$ cat src/rtl/gsp_pkg.sv
package gsp_pkg;

    localparam int PAY_W = 16;
    localparam int VC_W  = 2;
    localparam int DT_W  = 6;
    localparam int ENT_W = PAY_W + VC_W + DT_W;
    localparam int WORD_W = 32;

    typedef struct packed {
        logic [PAY_W-1:0] pay;
        logic [VC_W-1:0]  vc;
        logic [DT_W-1:0]  dt;
    } gsp_entry_t;

    typedef enum logic {
        CS_FLUSH = 1'b0,
        CS_RUN   = 1'b1
    } ctrl_state_t;

    typedef enum logic [1:0] {
        OCC_EMPTY   = 2'd0,
        OCC_PARTIAL = 2'd1,
        OCC_FULL    = 2'd2
    } occ_state_t;

endpackage

$ cat src/rtl/gsp_ctrl.sv
module gsp_ctrl
    import gsp_pkg::*;
(
    input  logic clk,
    input  logic rst_n,
    input  logic core_en,
    input  logic soft_rst,
    output logic flush,
    output logic run
);

    ctrl_state_t state_q, state_d;
    logic        hold_off;

    assign hold_off = !core_en || soft_rst;

    always_comb begin
        state_d = state_q;
        unique case (state_q)
            CS_FLUSH: if (!hold_off) state_d = CS_RUN;
            CS_RUN:   if (hold_off)  state_d = CS_FLUSH;
            default:  state_d = CS_FLUSH;
        endcase
    end

    always_ff @(posedge clk) begin
        if (!rst_n) state_q <= CS_FLUSH;
        else        state_q <= state_d;
    end

    always_comb begin
        flush = 1'b0;
        run   = 1'b0;
        unique case (state_q)
            CS_FLUSH: flush = 1'b1;
            CS_RUN:   run   = 1'b1;
            default:  flush = 1'b1;
        endcase
    end

endmodule

$ cat src/rtl/gsp_filter.sv
module gsp_filter
    import gsp_pkg::*;
#(
    parameter logic [DT_W-1:0] GSP_LO = 6'h08,
    parameter logic [DT_W-1:0] GSP_HI = 6'h0F
) (
    input  logic             hdr_valid,
    input  logic [DT_W-1:0]  hdr_dtype,
    output logic             keep
);

    always_comb begin
        keep = hdr_valid && (hdr_dtype >= GSP_LO) && (hdr_dtype <= GSP_HI);
    end

endmodule

$ cat src/rtl/gsp_fifo.sv
module gsp_fifo
    import gsp_pkg::*;
#(
    parameter int DEPTH = 31
) (
    input  logic       clk,
    input  logic       rst_n,
    input  logic       clr,
    input  logic       push,
    input  gsp_entry_t wdata,
    input  logic       pop,
    output gsp_entry_t head,
    output logic       empty,
    output logic       full,
    output logic       dropped
);

    localparam int PW = (DEPTH > 1) ? $clog2(DEPTH) : 1;
    localparam int CW = $clog2(DEPTH + 1);
    localparam logic [PW-1:0] LAST = PW'(DEPTH - 1);
    localparam logic [CW-1:0] CAP  = CW'(DEPTH);

    gsp_entry_t     mem [DEPTH];
    logic [PW-1:0]  wr_ptr, rd_ptr;
    logic [CW-1:0]  cnt_q, cnt_d;
    occ_state_t     occ_q, occ_d;
    logic           do_push, do_pop;

    function automatic logic [PW-1:0] step(input logic [PW-1:0] p);
        return (p == LAST) ? '0 : p + 1'b1;
    endfunction

    assign do_push = push && (occ_q != OCC_FULL);
    assign do_pop  = pop  && (occ_q != OCC_EMPTY);
    assign dropped = push && (occ_q == OCC_FULL);
    assign cnt_d   = cnt_q + CW'(do_push) - CW'(do_pop);

    always_comb begin
        occ_d = occ_q;
        if (clr) begin
            occ_d = OCC_EMPTY;
        end else begin
            unique case (occ_q)
                OCC_EMPTY:   if (do_push) occ_d = (cnt_d == CAP) ? OCC_FULL : OCC_PARTIAL;
                OCC_PARTIAL: begin
                    if (cnt_d == '0)       occ_d = OCC_EMPTY;
                    else if (cnt_d == CAP) occ_d = OCC_FULL;
                end
                OCC_FULL:    if (do_pop) occ_d = (cnt_d == '0) ? OCC_EMPTY : OCC_PARTIAL;
                default:     occ_d = OCC_EMPTY;
            endcase
        end
    end

    always_ff @(posedge clk) begin
        if (!rst_n) begin
            occ_q  <= OCC_EMPTY;
            cnt_q  <= '0;
            wr_ptr <= '0;
            rd_ptr <= '0;
        end else if (clr) begin
            occ_q  <= OCC_EMPTY;
            cnt_q  <= '0;
            wr_ptr <= '0;
            rd_ptr <= '0;
        end else begin
            occ_q <= occ_d;
            cnt_q <= cnt_d;
            if (do_push) wr_ptr <= step(wr_ptr);
            if (do_pop)  rd_ptr <= step(rd_ptr);
        end
    end

    always_ff @(posedge clk) begin
        if (do_push && !clr) mem[wr_ptr] <= wdata;
    end

    always_comb begin
        empty = 1'b0;
        full  = 1'b0;
        unique case (occ_q)
            OCC_EMPTY:   empty = 1'b1;
            OCC_PARTIAL: ;
            OCC_FULL:    full = 1'b1;
            default:     empty = 1'b1;
        endcase
    end

    assign head = mem[rd_ptr];

endmodule

$ cat src/rtl/gsp_capture_top.sv
module gsp_capture_top
    import gsp_pkg::*;
#(
    parameter int               DEPTH  = 31,
    parameter logic [DT_W-1:0]  GSP_LO = 6'h08,
    parameter logic [DT_W-1:0]  GSP_HI = 6'h0F
) (
    input  logic              clk,
    input  logic              rst_n,
    input  logic              core_en,
    input  logic              soft_rst,
    input  logic              hdr_valid,
    input  logic [DT_W-1:0]   hdr_dtype,
    input  logic [VC_W-1:0]   hdr_vc,
    input  logic [PAY_W-1:0]  hdr_data,
    input  logic              rd_stb,
    output logic [WORD_W-1:0] rd_data,
    output logic              fifo_empty,
    output logic              fifo_full,
    output logic              ovf_flag
);

    localparam int PAD_W = WORD_W - ENT_W;

    logic       flush, run, keep, push, pop, dropped;
    gsp_entry_t wr_ent, head;
    logic [WORD_W-1:0] rd_q;
    logic              ovf_q;

    gsp_ctrl u_ctrl (
        .clk      (clk),
        .rst_n    (rst_n),
        .core_en  (core_en),
        .soft_rst (soft_rst),
        .flush    (flush),
        .run      (run)
    );

    gsp_filter #(.GSP_LO(GSP_LO), .GSP_HI(GSP_HI)) u_filt (
        .hdr_valid (hdr_valid),
        .hdr_dtype (hdr_dtype),
        .keep      (keep)
    );

    assign wr_ent = '{pay: hdr_data, vc: hdr_vc, dt: hdr_dtype};
    assign push   = run && keep;
    assign pop    = run && rd_stb;

    gsp_fifo #(.DEPTH(DEPTH)) u_fifo (
        .clk     (clk),
        .rst_n   (rst_n),
        .clr     (flush),
        .push    (push),
        .wdata   (wr_ent),
        .pop     (pop),
        .head    (head),
        .empty   (fifo_empty),
        .full    (fifo_full),
        .dropped (dropped)
    );

    always_ff @(posedge clk) begin
        if (!rst_n || flush) begin
            rd_q  <= '0;
            ovf_q <= 1'b0;
        end else begin
            if (rd_stb) rd_q <= fifo_empty ? '0 : {{PAD_W{1'b0}}, head};
            if (dropped) ovf_q <= 1'b1;
        end
    end

    assign rd_data  = rd_q;
    assign ovf_flag = ovf_q;

endmodule

$ cat config.mk
export PLATFORM = sky130hd
export DESIGN_NAME = gsp_capture_top
export DESIGN_NICKNAME = d
export VERILOG_FILES = /design/src/rtl/gsp_pkg.sv /design/src/rtl/gsp_ctrl.sv /design/src/rtl/gsp_filter.sv /design/src/rtl/gsp_fifo.sv /design/src/rtl/gsp_capture_top.sv
export SDC_FILE = /design/constraint.sdc
export NUM_CORES = 1
export LEC_CHECK = 0
export BUFFER_PORTS_ARGS = -buffer_cell sky130_fd_sc_hd__buf_2
export CAP_MARGIN = 20
export CORE_MARGIN = 3
export CORE_UTILIZATION = 45
export CTS_CLUSTER_DIAMETER = 40
export DETAILED_ROUTE_END_ITERATION = 10
export RECOVER_POWER = 25
export SLEW_MARGIN = 20
export SYNTH_ARGS = -nofsm -noshare
export SYNTH_HDL_FRONTEND = slang
export SYNTH_SLANG_ARGS = --single-unit
$ cat constraint.sdc
create_clock -name clk -period 4.4 [get_ports clk]
set_input_delay 1.1 -clock clk [delete_from_list [all_inputs] [get_ports clk]]
set_output_delay 1.1 -clock clk [all_outputs]
set_load 0.02 [all_outputs]
==> impl_metrics.env <==
export IMPL_hp_class="register to register"
export IMPL_ios=65
export IMPL_drive_gt1_share_pct=32.00
export IMPL_viasPerCell=5.800
export IMPL_multiInputGateArea_um2=6903
export IMPL_drt_first_pass_iters=5
export IMPL_critPathLaunch="hdr_dtype[3]"
export IMPL_slew_headroom_pct=6.260
export IMPL_ys_types=45
export IMPL_drt_wl_total_um=71630
export IMPL_layout_common_cells="edfxtp_1 (744), mux4_2 (200), clkbuf_16 (105)"
export IMPL_ys_ff_latch=792
export IMPL_ant_nets=0
export IMPL_row_count=94
export IMPL_hold_buffers=0
export IMPL_vdd_ir_drop_max_mv=0.3068
export IMPL_r2r_start="u_fifo.occ_q[0]"
export IMPL_rsz0062_at_grt="false"
export IMPL_p_per_area_nw_per_um2=474.1
export IMPL_layout_nets=1634
export IMPL_cts_clk_slew_worst_paths_ns=0.06
export IMPL_fin_util_pct=54.53
export IMPL_synthTopCellsByArea="edfxtp_1 (73%), mux4_2 (15%), dfxtp_1 (3.2%)"
export IMPL_cp_cell_sequence="buf_2 > nand4b_1 > nor3_2 > ha_1 > fa_1 > or3_1 > a2111o_1 > o311ai_0 > a21oi_1 > a311oi_1"
export IMPL_grt_usage_pct=20.79
export IMPL_fp_dieArea_um2=70780
export IMPL_cts_tree="yes"
export IMPL_r2r_setup_slack_ns=0.77
export IMPL_grt_start_max_net_pins=54
export IMPL_initial_core_util_pct=45.87
export IMPL_maxCapViolations=0
export IMPL_yosysSeqAreaShare_pct=76.58
export IMPL_grt_pass1_vias=15140
export IMPL_overflow=0
export IMPL_h_tree_depth=3
export IMPL_antenna_found_initial=2
export IMPL_place_area_um2=32470
export IMPL_postCtsSetupBuffers=0
export IMPL_leakagePower_nw=11.18
export IMPL_cpPeakStageDelay_ns=0.49
export IMPL_cp_max_fo=32
export IMPL_cts_made_buffers=105
export IMPL_worstSetupPathType="input port to register"
export IMPL_dominantRegCellSynth="edfxtp_1"
export IMPL_synth_warnings=0
export IMPL_core_area_um2=66330
export IMPL_area_growth_pct=18.87
export IMPL_ctsResizeCount=0
export IMPL_crit_path_end_kind="register"
export IMPL_yosysTopAreaCellShare_pct=73.42
export IMPL_tightest_slew_ns=1.406
export IMPL_grt_pass1_wl_um=105700
export IMPL_fin_worst_skew_ns=0.03779
export IMPL_min_period_ns=3.639
export IMPL_synth_area_um2=30430
export IMPL_slew_viol_final=0
export IMPL_path_buf_inv=1
export IMPL_setup_viol=0
export IMPL_path_delay_family="compound AO/OA/AOI/OAI gates"
export IMPL_synth_edf_count=744
export IMPL_final_area_um2=36170
export IMPL_clock_latency_ns=0.66
export IMPL_yosys_area_top_type="edfxtp_1"
export IMPL_clock_root_buffer="clkbuf_16"
export IMPL_fill_cells=5066
export IMPL_gp_congestion=0.8255
export IMPL_r2r_cells=13
export IMPL_routedWlPerCell_um=28.17
export IMPL_drc_errors=0
export IMPL_setup_tns_ns=0
export IMPL_clock_sinks=792
export IMPL_numPortBuffers=56
export IMPL_crit_slowest_cell="buf_2"
export IMPL_vias=14750
export IMPL_rr_endpoint="u_fifo.occ_q[0]"
export IMPL_cp_depth=10
export IMPL_timing_fmax_ghz=0.2748
export IMPL_drt_iter0_drc=1396
export IMPL_synthArstFlopShare_pct=0
export IMPL_required_ns=4.95
export IMPL_start_kind="input port"
export IMPL_syn_avg_cell_area_um2=21.32
export IMPL_layout_commonest_cell="edfxtp_1"
export IMPL_crit_end="u_fifo.occ_q[0]"
export IMPL_hold_viol=0
export IMPL_outcome="finished, final reports clean"
export IMPL_hpwl_um=43390
export IMPL_die_x_um=266.0
export IMPL_die_y_um=266.0
export IMPL_clockBufferDepth=3
export IMPL_regArea_um2=23320
export IMPL_critPathArrivalTime_ns=4.19
export IMPL_synthCells=1427
export IMPL_min_period_over_period_pct=82.70
==> layout make-up <==
class | instances | share of cell area, %
Sequential cell | 792 | 64.46
Clock buffer | 121 | 7.596
Clock inverter | 76 | 2.701
Tap cell | 864 | 2.989
Multi-Input combinational cell | 549 | 19.08
Inverter | 18 | 0.1868
Antenna cell | 1 | 0.006918
Timing Repair Buffer | 122 | 2.975
==> power by group <==
part           internal (mW)  switching [mW]  leakage (nW)
combinational         0.0102           0.124          2.33
sequential              8.24        0.000833          7.07
clock                   5.45            3.33          1.77
total                   13.7            3.46          11.2
==> cells in the mapped netlist, drive strengths merged, types with 2 or more instances <==
library cell / number
clkbuf: 29
o21ai: 29
nor3: 5
nand4: 4
nor2: 52
a2111oi: 2
nand2: 83
or3: 3
nand3b: 3
nand3: 3
inv: 18
or3b: 3
or2: 2
mux4: 200
xnor2: 2
buf: 46
mux2: 9
and3: 3
a21oi: 21
nor2b: 5
a22oi: 17
a211oi: 3
and2: 3
xor2: 6
dfxtp: 48
edfxtp: 744
ha: 15
mux2i: 39
o211ai: 19
==> metrics by stage <==
step	hold WS, ns	cells	total power [mW]	setup WS (ns)
after floorplan	0.5034	1434	8.411	0.6837
after global placement	0.4206	2345	8.523	0.2026
after detailed placement	0.4320	2345	8.530	0.1537
after CTS	0.4426	2542	17.30	0.7866
after global routing	0.4660	2542	17.66	0.4909
final	0.4435	2543	17.15	0.7613
==> metal layers <==
metal / vias up / GRT usage, % / part of all wire, %
li1: 6236 / - / -
met1: 7779 / 30.32 / 42
met2: 634 / 32.34 / 48
met3: 101 / 4.737 / 8.1
met4: 0 / 4.964 / 2.0
met5: - / 0 / 0
==> how the worst min path moves through the flow <==
stage	end	cells past startpoint	slack (ns)	from
after floorplan	u_fifo.cnt_q[0]	1	0.50	u_ctrl.state_q
after global placement	rd_data[4]	2	0.42	rd_data[4]
after detailed placement	rd_data[13]	2	0.43	rd_data[13]
after CTS	rd_data[5]	2	0.44	rd_data[5]
after global routing	rd_data[6]	2	0.47	rd_data[6]
final	rd_data[5]	2	0.44	rd_data[5]
==> cell families (layout without fill, tap and decap cells) <==
kind of cell	after synthesis	in the layout	synth area share [%]
flops	792	792	76.58
xor+xnor	8	8	0.2303
compound gates	98	98	2.040
buf+inv	93	337	1.604
simple gates	171	171	2.434
fa+ha+maj	16	16	0.6826
other cells	1	9	0.01232
mux	248	248	16.42
==> state kept, by name, indices dropped and copies added, names as in the netlist, named ones only <==
| signal | flops |
|---|---|
| u_fifo.mem | 744 |
| rd_data | 24 |
| u_fifo.cnt_q | 5 |
| u_fifo.rd_ptr | 5 |
| u_fifo.wr_ptr | 5 |
| u_fifo.occ_q | 2 |
| ovf_flag | 1 |
| u_ctrl.state_q | 1 |
==> worst reg2reg max path: stages (launching register included) <==
cell and delay (ns):
dfxtp_1 0.38, inv_1 0.09, ha_1 0.25, nand3b_1 0.24
inv_1 0.19, ha_1 0.26, inv_1 0.06, ha_1 0.19
fa_1 0.48, or3_1 0.37, a2111o_1 0.44, o311ai_0 0.20
a21oi_1 0.14, a311oi_1 0.25
No activity file was read; power rests on OpenSTA's default activity.
